File: src/rtl/dslot_pkg.sv
package dslot_pkg;

    localparam int WORD_W = 32;
    localparam int OPC_W  = 6;
    localparam int REG_W  = 5;

    localparam logic [OPC_W-1:0] OPC_SPECIAL = 6'd0;
    localparam logic [OPC_W-1:0] OPC_REGIMM  = 6'd1;
    localparam logic [OPC_W-1:0] OPC_JMP     = 6'd2;
    localparam logic [OPC_W-1:0] OPC_JMPLNK  = 6'd3;
    localparam logic [OPC_W-1:0] OPC_BREQ    = 6'd4;
    localparam logic [OPC_W-1:0] OPC_BRNE    = 6'd5;
    localparam logic [OPC_W-1:0] OPC_BRLEZ   = 6'd6;
    localparam logic [OPC_W-1:0] OPC_BRGTZ   = 6'd7;

    localparam logic [5:0] FN_JREG    = 6'd8;
    localparam logic [5:0] FN_JREGLNK = 6'd9;

    localparam logic [REG_W-1:0] SUB_LTZ = 5'd0;
    localparam logic [REG_W-1:0] SUB_GEZ = 5'd1;

    typedef enum logic [1:0] {
        XF_NONE,
        XF_BRANCH,
        XF_REGION,
        XF_REG
    } xfer_kind_e;

    typedef enum logic [2:0] {
        CC_EQ,
        CC_NE,
        CC_LEZ,
        CC_GTZ,
        CC_LTZ,
        CC_GEZ,
        CC_NEVER
    } cond_e;

    typedef struct packed {
        xfer_kind_e       kind;
        cond_e            cond;
        logic             link;
        logic [REG_W-1:0] link_idx;
    } xfer_dec_t;

    function automatic logic [WORD_W-1:0] branch_offset(input logic [15:0] imm);
        return {{(WORD_W-18){imm[15]}}, imm, 2'b00};
    endfunction

    function automatic logic cond_met(input cond_e cc,
                                      input logic [WORD_W-1:0] a,
                                      input logic [WORD_W-1:0] b);
        logic sgn, zer;
        sgn = a[WORD_W-1];
        zer = (a == '0);
        case (cc)
            CC_EQ:   return a == b;
            CC_NE:   return a != b;
            CC_LEZ:  return sgn | zer;
            CC_GTZ:  return ~sgn & ~zer;
            CC_LTZ:  return sgn;
            CC_GEZ:  return ~sgn;
            default: return 1'b0;
        endcase
    endfunction

endpackage

File: src/rtl/dslot_decode.sv
module dslot_decode
    import dslot_pkg::*;
#(
    parameter int LINK_REG = 31
) (
    input  logic                is_ctrl,
    input  logic [OPC_W-1:0]    opcode,
    input  logic [WORD_W-1:0]   instr,
    output xfer_dec_t           dec
);
    localparam logic [REG_W-1:0] LINK_IDX = REG_W'(LINK_REG);

    logic [5:0]       funct;
    logic [REG_W-1:0] rt_field;
    logic [REG_W-1:0] rd_field;

    assign funct    = instr[5:0];
    assign rt_field = instr[20:16];
    assign rd_field = instr[15:11];

    always_comb begin
        dec.kind     = XF_NONE;
        dec.cond     = CC_NEVER;
        dec.link     = 1'b0;
        dec.link_idx = '0;
        if (is_ctrl) begin
            case (opcode)
                OPC_JMP: dec.kind = XF_REGION;
                OPC_JMPLNK: begin
                    dec.kind     = XF_REGION;
                    dec.link     = 1'b1;
                    dec.link_idx = LINK_IDX;
                end
                OPC_SPECIAL: begin
                    if (funct == FN_JREG) begin
                        dec.kind = XF_REG;
                    end else if (funct == FN_JREGLNK) begin
                        dec.kind     = XF_REG;
                        dec.link     = 1'b1;
                        dec.link_idx = rd_field;
                    end
                end
                OPC_BREQ: begin
                    dec.kind = XF_BRANCH;
                    dec.cond = CC_EQ;
                end
                OPC_BRNE: begin
                    dec.kind = XF_BRANCH;
                    dec.cond = CC_NE;
                end
                OPC_BRLEZ: begin
                    dec.kind = XF_BRANCH;
                    dec.cond = CC_LEZ;
                end
                OPC_BRGTZ: begin
                    dec.kind = XF_BRANCH;
                    dec.cond = CC_GTZ;
                end
                OPC_REGIMM: begin
                    dec.kind = XF_BRANCH;
                    if (rt_field == SUB_LTZ)      dec.cond = CC_LTZ;
                    else if (rt_field == SUB_GEZ) dec.cond = CC_GEZ;
                    else                          dec.cond = CC_NEVER;
                end
                default: dec.kind = XF_NONE;
            endcase
        end
    end
endmodule

File: src/rtl/dslot_resolve.sv
module dslot_resolve
    import dslot_pkg::*;
#(
    parameter int INSN_BYTES = 4,
    parameter int REGION_W   = 4
) (
    input  xfer_dec_t           dec,
    input  logic [WORD_W-1:0]   pc,
    input  logic [WORD_W-1:0]   npc,
    input  logic [WORD_W-1:0]   instr,
    input  logic [WORD_W-1:0]   rs_val,
    input  logic [WORD_W-1:0]   rt_val,
    output logic                is_xfer,
    output logic                taken,
    output logic [WORD_W-1:0]   npc_next
);
    localparam logic [WORD_W-1:0] STEP    = WORD_W'(INSN_BYTES);
    localparam int                INDEX_W = WORD_W - REGION_W - 2;

    logic [WORD_W-1:0] seq_addr;
    logic [WORD_W-1:0] rel_addr;
    logic [WORD_W-1:0] region_addr;

    assign seq_addr    = npc + STEP;
    assign rel_addr    = pc + STEP + branch_offset(instr[15:0]);
    assign region_addr = {npc[WORD_W-1 -: REGION_W], instr[INDEX_W-1:0], 2'b00};

    assign is_xfer = (dec.kind != XF_NONE);

    always_comb begin
        taken    = 1'b0;
        npc_next = seq_addr;
        case (dec.kind)
            XF_BRANCH: begin
                taken    = cond_met(dec.cond, rs_val, rt_val);
                npc_next = taken ? rel_addr : seq_addr;
            end
            XF_REGION: begin
                taken    = 1'b1;
                npc_next = region_addr;
            end
            XF_REG: begin
                taken    = 1'b1;
                npc_next = rs_val;
            end
            default: begin
                taken    = 1'b0;
                npc_next = seq_addr;
            end
        endcase
    end
endmodule

File: src/rtl/dslot_pc_seq.sv
module dslot_pc_seq
    import dslot_pkg::*;
#(
    parameter logic [31:0] RESET_PC   = 32'h0,
    parameter int          INSN_BYTES = 4,
    parameter int          LINK_REG   = 31
) (
    input  logic                clk,
    input  logic                rst,
    input  logic                step_valid,
    input  logic                is_ctrl,
    input  logic [OPC_W-1:0]    opcode,
    input  logic [WORD_W-1:0]   instr,
    input  logic [WORD_W-1:0]   rs_val,
    input  logic [WORD_W-1:0]   rt_val,
    output logic [WORD_W-1:0]   pc_q,
    output logic [WORD_W-1:0]   npc_q,
    output logic                fault,
    output logic                link_we,
    output logic [REG_W-1:0]    link_idx,
    output logic [WORD_W-1:0]   link_val
);
    localparam logic [WORD_W-1:0] STEP      = WORD_W'(INSN_BYTES);
    localparam logic [WORD_W-1:0] LINK_SKIP = WORD_W'(2 * INSN_BYTES);

    xfer_dec_t         dec;
    logic              is_xfer;
    logic              taken;
    logic [WORD_W-1:0] npc_next;
    logic              in_slot;
    logic              accept;
    logic              slot_fault;

    dslot_decode #(
        .LINK_REG (LINK_REG)
    ) u_decode (
        .is_ctrl (is_ctrl),
        .opcode  (opcode),
        .instr   (instr),
        .dec     (dec)
    );

    dslot_resolve #(
        .INSN_BYTES (INSN_BYTES),
        .REGION_W   (4)
    ) u_resolve (
        .dec      (dec),
        .pc       (pc_q),
        .npc      (npc_q),
        .instr    (instr),
        .rs_val   (rs_val),
        .rt_val   (rt_val),
        .is_xfer  (is_xfer),
        .taken    (taken),
        .npc_next (npc_next)
    );

    assign in_slot    = (npc_q != pc_q + STEP);
    assign accept     = step_valid && !fault;
    assign slot_fault = accept && is_xfer && in_slot;

    always_ff @(posedge clk) begin
        if (rst) begin
            pc_q     <= RESET_PC;
            npc_q    <= RESET_PC + STEP;
            fault    <= 1'b0;
            link_we  <= 1'b0;
            link_idx <= '0;
            link_val <= '0;
        end else begin
            link_we <= 1'b0;
            if (slot_fault) begin
                fault <= 1'b1;
            end else if (accept) begin
                pc_q  <= npc_q;
                npc_q <= npc_next;
                if (dec.link && (dec.link_idx != '0)) begin
                    link_we  <= 1'b1;
                    link_idx <= dec.link_idx;
                    link_val <= pc_q + LINK_SKIP;
                end
            end
        end
    end
endmodule

File: config.mk
export PLATFORM = sky130hd
export DESIGN_NAME = dslot_pc_seq
export DESIGN_NICKNAME = d
export VERILOG_FILES = /design/src/rtl/dslot_pkg.sv /design/src/rtl/dslot_decode.sv /design/src/rtl/dslot_resolve.sv /design/src/rtl/dslot_pc_seq.sv
export SDC_FILE = /design/constraint.sdc
export NUM_CORES = 1
export LEC_CHECK = 0
export ABC_CLOCK_PERIOD_IN_PS = 4200
export BUFFER_PORTS_ARGS = -buffer_cell sky130_fd_sc_hd__buf_2
export CAP_MARGIN = 20
export CELL_PAD_IN_SITES_DETAIL_PLACEMENT = 0
export CELL_PAD_IN_SITES_GLOBAL_PLACEMENT = 1
export CORE_ASPECT_RATIO = 1.1
export CORE_MARGIN = 3
export CORE_UTILIZATION = 36
export CTS_BUF_LIST = sky130_fd_sc_hd__clkbuf_16
export CTS_CLUSTER_DIAMETER = 60
export CTS_CLUSTER_SIZE = 20
export DETAILED_ROUTE_END_ITERATION = 7
export PLACE_DENSITY = 0.77
export SYNTH_ARGS = -nofsm -noshare
export SYNTH_HDL_FRONTEND = slang
export SYNTH_SLANG_ARGS = --single-unit
export TNS_END_PERCENT = 50
File: constraint.sdc
create_clock -name clk -period 4.2 [get_ports clk]
set_input_delay 0.84 -clock clk [delete_from_list [all_inputs] [get_ports clk]]
set_output_delay 0.84 -clock clk [all_outputs]
set_load 0.02 [all_outputs]
==> results of run 1 <==
==> cells in the mapped netlist (14+ instances only) <==
cell type	instances
nor2_1	154
dfxtp_1	103
nand2_1	102
xor2_1	76
a21oi_1	71
clkbuf_1	64
xnor2_1	64
nand3_1	42
a211oi_1	41
mux2i_1	36
o21ai_0	35
ha_1	34
nand4_1	33
nor4_1	29
nor3_1	27
a21o_1	21
inv_1	20
and3_1	18
buf_2	18
a22oi_1	14
nand2b_1	14
==> layout make-up <==
type	instances	area share, %
clock buffers	9	1.89
clock inverters	7	0.768
inverters	20	0.632
multi-input cells	1002	58.1
flip-flops and latches	103	17.4
well taps	346	3.64
repair buffers	340	17.6
==> where the power goes <==
part / total, W / internal (W) / switching, W
Clock: 0.000915 / 0.000478 / 0.000437
Combinational: 0.000637 / 0.000271 / 0.000366
Sequential: 0.00104 / 0.000999 / 0.0000433
Total: 0.00259 / 0.00175 / 0.000846
==> per-layer routing <==
layer | part of all wire [%] | global-route usage [%]
met2 | 46 | 42.3
met1 | 46 | 35.6
met3 | 6.1 | 2.81
met5 | 0 | 0
met4 | 2.1 | 6.17
==> logic make-up (layout without fill, tap and decap cells) <==
kind of cell	Yosys count	in the layout	share of synthesized area [%]
compound gates	288	288	21.5
xor+xnor	146	146	14.7
fa+ha+maj	36	36	4.91
buf+inv	112	376	5.05
flops	103	103	22.2
mux	39	39	4.25
simple gates	493	493	27.4
==> sequential cells by signal, summed over array words and instances, names as in the netlist <==
signal	cells
npc_q	32
link_val	32
pc_q	32
link_we	1
link_idx	5
fault	1
==> critical path, cell delays in order, from the launching register on <==
cell      delay (ps)
dfxtp_2          380
ha_1             240
nand3_4          130
buf_4            190
nor4_4           300
buf_4            200
xor2_2           230
ha_1             290
and4_1           200
a221o_1          290
a21o_1           180
a221o_1          340
a21o_1           230
xor2_1           140
nand2_1           60
a2111o_1         400
a21oi_1          130
==> timing repair <==
action	in CTS	in global routing
setup endpoints to repair	76	84
cloned	1	0
setup buffers	3	5
resized for setup	2	30
pin swaps	1	4
==> worst paths after layout <==
kind / end / slack [ps]
hold / removal: link_idx[3] / 450
setup / recovery: npc_q[23] / 180
hold reg to reg: link_idx[3] / 450
setup reg to reg: npc_q[23] / 180
==> metrics by stage <==
| stage | cells | util (%) |
|---|---|---|
| after floorplan | 1217 | - |
| after CTS | 1822 | 46.3 |
| after detailed placement | 1802 | 44.8 |
| after global placement | 1802 | 44.8 |
| after global routing | 1827 | 46.9 |
| final | 1827 | 46.9 |
==> cell usage in the layout (no fill, tap or decap), types with 21 or more instances in the layout <==
cell type	n
xor2_1	73
a21oi_1	67
nor2_1	152
nand4_1	33
dfxtp_1	99
nand2_1	102
nor3_1	24
ha_1	33
xnor2_1	63
nor4_1	27
buf_4	137
nand3_1	41
buf_2	201
mux2i_1	36
a21o_1	21
a211oi_1	38
o21ai_0	34
==> flow_summary.json, run 1 <==
{
  "status": "finished, final reports clean",
  "hold_viol": 0,
  "syn_nets": 1358,
  "cts_buffers": 9,
  "fin_tns_setup_ps": 0,
  "final-seq-area_um2": 2070,
  "ctsHoldBuffers": 0,
  "syn_inst": 1217,
  "dr.first_iter.drc_count": 990,
  "synthFlopType": "dfxtp_1",
  "die-area_um2": 27800,
  "tightest_slew_ps": 935,
  "syn_area_um2": 9280,
  "cts.sinks": 103,
  "clock_path_buffers": 2,
  "drive_above_1_share_pct": 27.6,
  "crit_type": "reg -> reg",
  "yosysWarnings": 0,
  "worstPathMaxFanout": 5,
  "crit_start": "pc_q[3]",
  "synth_top_area_share_pct": 22.2,
  "grt_usage_pct": 25.5,
  "grt_pass1_vias": 9601,
  "syn_avg_cell_area_um2": 7.63,
  "die_w_um": 159,
  "slew_headroom_pct": 37.4,
  "fin_crit_sh_pct": 95.7,
  "critical_path_arrival_ps": 4300,
  "synth_area_leader_cell": "dfxtp_1",
  "port_buffers": 202,
  "grt_pass1_wl_um": 56300,
  "regToRegStartpoint": "pc_q[3]",
  "synth_cell_types": 74,
  "overflow": 0,
  "ys_seq_area_share_pct": 22.2,
  "layout_setup_ws_ps": 181,
  "min_period_ps": 4020,
  "dr.pass1.iters": 7,
  "ys_top_cells_by_area": "dfxtp_1, xor2_1, nor2_1",
  "skew_ps": 13.9,
  "rows": 61,
  "irDropWorstVdd_v": 0.000209,
  "viasPerCell": 5.55,
  "grt_max_degree": 81,
  "fmax_ghz": 0.249,
  "powerDensity_nw_per_um2": 218,
  "maxCapViolCount": 0,
  "leakage_nw": 5.14,
  "cts_max_level": 3,
  "antenna_cells": 0,
  "final_cell_area_um2": 11900,
  "nets": 1617,
  "crit_path_start_kind": "flip-flop",
  "required_ps": 4480,
  "hold_depth": 2,
  "drv_slew": 0,
  "start_util_pct": 36.6,
  "antenna_found_initial": 0,
  "ant_nets": 0,
  "wl_um": 36600,
  "r2r_cells": 16,
  "ys_ff_latch": 103,
  "synth_edf_count": 0,
  "synthToLayoutAreaGrowth_pct": 28.1,
  "wl_per_cell_um": 20.0,
  "hold_path_startpoint": "link_idx[3]",
  "hpwl_um": 28800,
  "crit_path_end_kind": "flip-flop",
  "dp_slack_ps": -164,
  "cts_tree": "yes",
  "totalPowerFinal_w": 0.00259,
  "worst_skew_pair.late_latency_ps": 360,
  "whs_ps": 453,
  "num_vias": 10100,
  "cts_root_buf": "clkbuf_16",
  "io_pins": 209,
  "drc": 0,
  "routabilityCongestion": 0.911,
  "setup_viol": 0,
  "core_region_area_um2": 25300,
  "min_path_type": "reg -> reg",
  "async_flop_share_pct": 0,
  "multiInputGateArea_um2": 6910,
  "die_h_um": 174,
  "placed_area_um2": 11300,
  "clk_pin_slew_ps": 80,
  "num-fill-cells": 2640
}
Power figures use the tool's default switching activity.
==> run 2: changes to the inputs <==
--- a/config.mk
+++ b/config.mk
@@ -6,7 +6,7 @@
 export NUM_CORES = 1
 export LEC_CHECK = 0
 export ABC_CLOCK_PERIOD_IN_PS = 4200
-export BUFFER_PORTS_ARGS = -buffer_cell sky130_fd_sc_hd__buf_2
+export BUFFER_PORTS_ARGS = -buffer_cell sky130_fd_sc_hd__buf_4
 export CAP_MARGIN = 20
 export CELL_PAD_IN_SITES_DETAIL_PLACEMENT = 0
 export CELL_PAD_IN_SITES_GLOBAL_PLACEMENT = 1
==> flow_summary.json, run 2 (synthesis gave the netlist of run 1 again) <==
{
  "wl_per_cell_um": 20.3,
  "final_cell_area_um2": 12400,
  "cts_buffers": 9,
  "dr.first_iter.drc_count": 813,
  "drv_slew": 0,
  "hold_viol": 0,
  "wl_um": 37100,
  "use_met3_pct": 3.07,
  "final-seq-area_um2": 2070,
  "grt_max_degree": 93,
  "status": "finished, final reports clean",
  "fin_crit_sh_pct": 96.7,
  "dr.pass1.iters": 5,
  "port_buffers": 202,
  "clkPwrFrac_pct": 32.6,
  "crit_path_end_kind": "flip-flop",
  "p_int_w": 0.00172,
  "routabilityCongestion": 0.896,
  "cts.sinks": 103,
  "rows": 61,
  "min_path_type": "reg -> reg",
  "start_util_pct": 36.6,
  "ctsHoldBuffers": 0,
  "grt_usage_pct": 25.4,
  "num-fill-cells": 2650,
  "switching_power_w": 0.000827,
  "viasPerCell": 5.61,
  "die_w_um": 159,
  "antenna_cells": 0,
  "synthToLayoutAreaGrowth_pct": 33.1,
  "power_switching_share_pct": 32.5,
  "busiest_layer": "met2",
  "cts_root_buf": "clkbuf_16",
  "rsz0062_at_grt": "yes",
  "core_region_area_um2": 25300,
  "required_ps": 4480,
  "fin_tns_setup_ps": 0,
  "setup_viol": 0,
  "reg.largest.list": "link_val: 32 flops, npc_q: 32 flops, pc_q: 32 flops",
  "hpwl_um": 29100,
  "worst_skew_pair.late_latency_ps": 360,
  "irDropWorstVdd_v": 0.000181,
  "drive_above_1_share_pct": 26.8,
  "cts_max_level": 3,
  "dp_slack_ps": -119,
  "leakage_nw": 5.21,
  "met2_usage_pct": 41.2,
  "powerDensity_nw_per_um2": 206,
  "num_vias": 10200,
  "grt_pass1_wl_um": 55900,
  "ant_nets": 0,
  "worstPathMaxFanout": 30,
  "totalPowerFinal_w": 0.00254,
  "overflow": 0,
  "clk_pin_slew_ps": 80,
  "crit_path_start_kind": "flip-flop",
  "multiInputGateArea_um2": 6890,
  "die_h_um": 174,
  "grtUsageMet1_pct": 35.9,
  "placed_area_um2": 11800,
  "critical_path_arrival_ps": 4340,
  "p_seq_share_pct": 41.0,
  "crit_type": "reg -> reg",
  "slew_headroom_pct": 28.5,
  "whs_ps": 463,
  "maxCapViolCount": 0,
  "skew_ps": 12.0,
  "tightest_slew_ps": 1070,
  "layout_setup_ws_ps": 138,
  "final_cell_mix": "buf_4, nor2_1, nand2_1",
  "pwr-share-comb_pct": 26.5,
  "antenna_found_initial": 0,
  "cts_tree": "yes",
  "clock_path_buffers": 2,
  "grt_pass1_vias": 9412,
  "drc": 0,
  "min_period_ps": 4060,
  "layout_commonest_cell": "buf_4",
  "fmax_ghz": 0.246,
  "nets": 1613,
  "die-area_um2": 27800,
  "io_pins": 209
}
## run 2: cell count changes in the layout (fill, tap and decap cells not counted), moves of 3 or more
cell / before / now
buf_2: 201 / 0
a211oi_2: 3 / 0
nor3_1: 24 / 27
buf_6: 0 / 3
a211oi_1: 38 / 41
nor3_2: 4 / 1
buf_4: 137 / 327
## run 2: metal layers
layer  wire [um]  vias to the layer above
met5           0                        -
met4         809                        0
met3        2520                       42
met2       17100                      402
met1       16700                     4810
li1            -                     4974
## run 2: critical path: stages, from the launching register on
cell	delay (ps)
dfxtp_1	390
buf_6	190
nand4_4	140
or4_4	530
buf_4	190
nor4_4	300
nor3b_1	90
or4_4	550
nor4_4	400
a31oi_4	260
nor3_4	230
buf_12	170
buf_12	110
clkbuf_16	200
nand2_1	70
a21oi_1	130
## run 2: final cells by class
| class | count | share of cell area (%) |
|---|---|---|
| multi-input combinational | 1002 | 55.7 |
| timing repair buffer | 336 | 21.2 |
| sequential | 103 | 16.7 |
| tap | 346 | 3.50 |
| clock buffer | 9 | 1.82 |
| inverter | 20 | 0.607 |
| clock inverter | 7 | 0.466 |
## run 2: per-stage QoR
step | util, % | std cells
4_1_cts | 47.9 | 1818
3_3_place_gp | 46.7 | 1802
6_report | 48.8 | 1823
2_1_floorplan | - | 1217
5_1_grt | 48.8 | 1823
3_5_place_dp | 46.7 | 1802
## run 2: power by group through the flow
stage	combinational (W)	clock, W	sequential [W]
after floorplan	0.000343	0	0.00107
after global placement	0.000654	0	0.00106
after detailed placement	0.000658	0	0.00106
after CTS	0.000663	0.000846	0.00104
after global routing	0.000729	0.000877	0.00105
final	0.000673	0.000828	0.00104
## run 2: final timing paths
check         startpoint           to  slack, ps  depth (start not counted)
max              pc_q[5]  link_val[0]        140                         15
min          link_val[1]  link_val[1]        460                          2
max reg2reg      pc_q[5]  link_val[0]        140                         15
min reg2reg  link_val[1]  link_val[1]        460                          2
## run 2: what timing repair did
item                       in CTS  in global routing
gates resized for setup         5                 26
setup endpoints to repair      83                 92
pin swaps                       0                  8
cloned                          0                  2
setup buffers                   0                  3
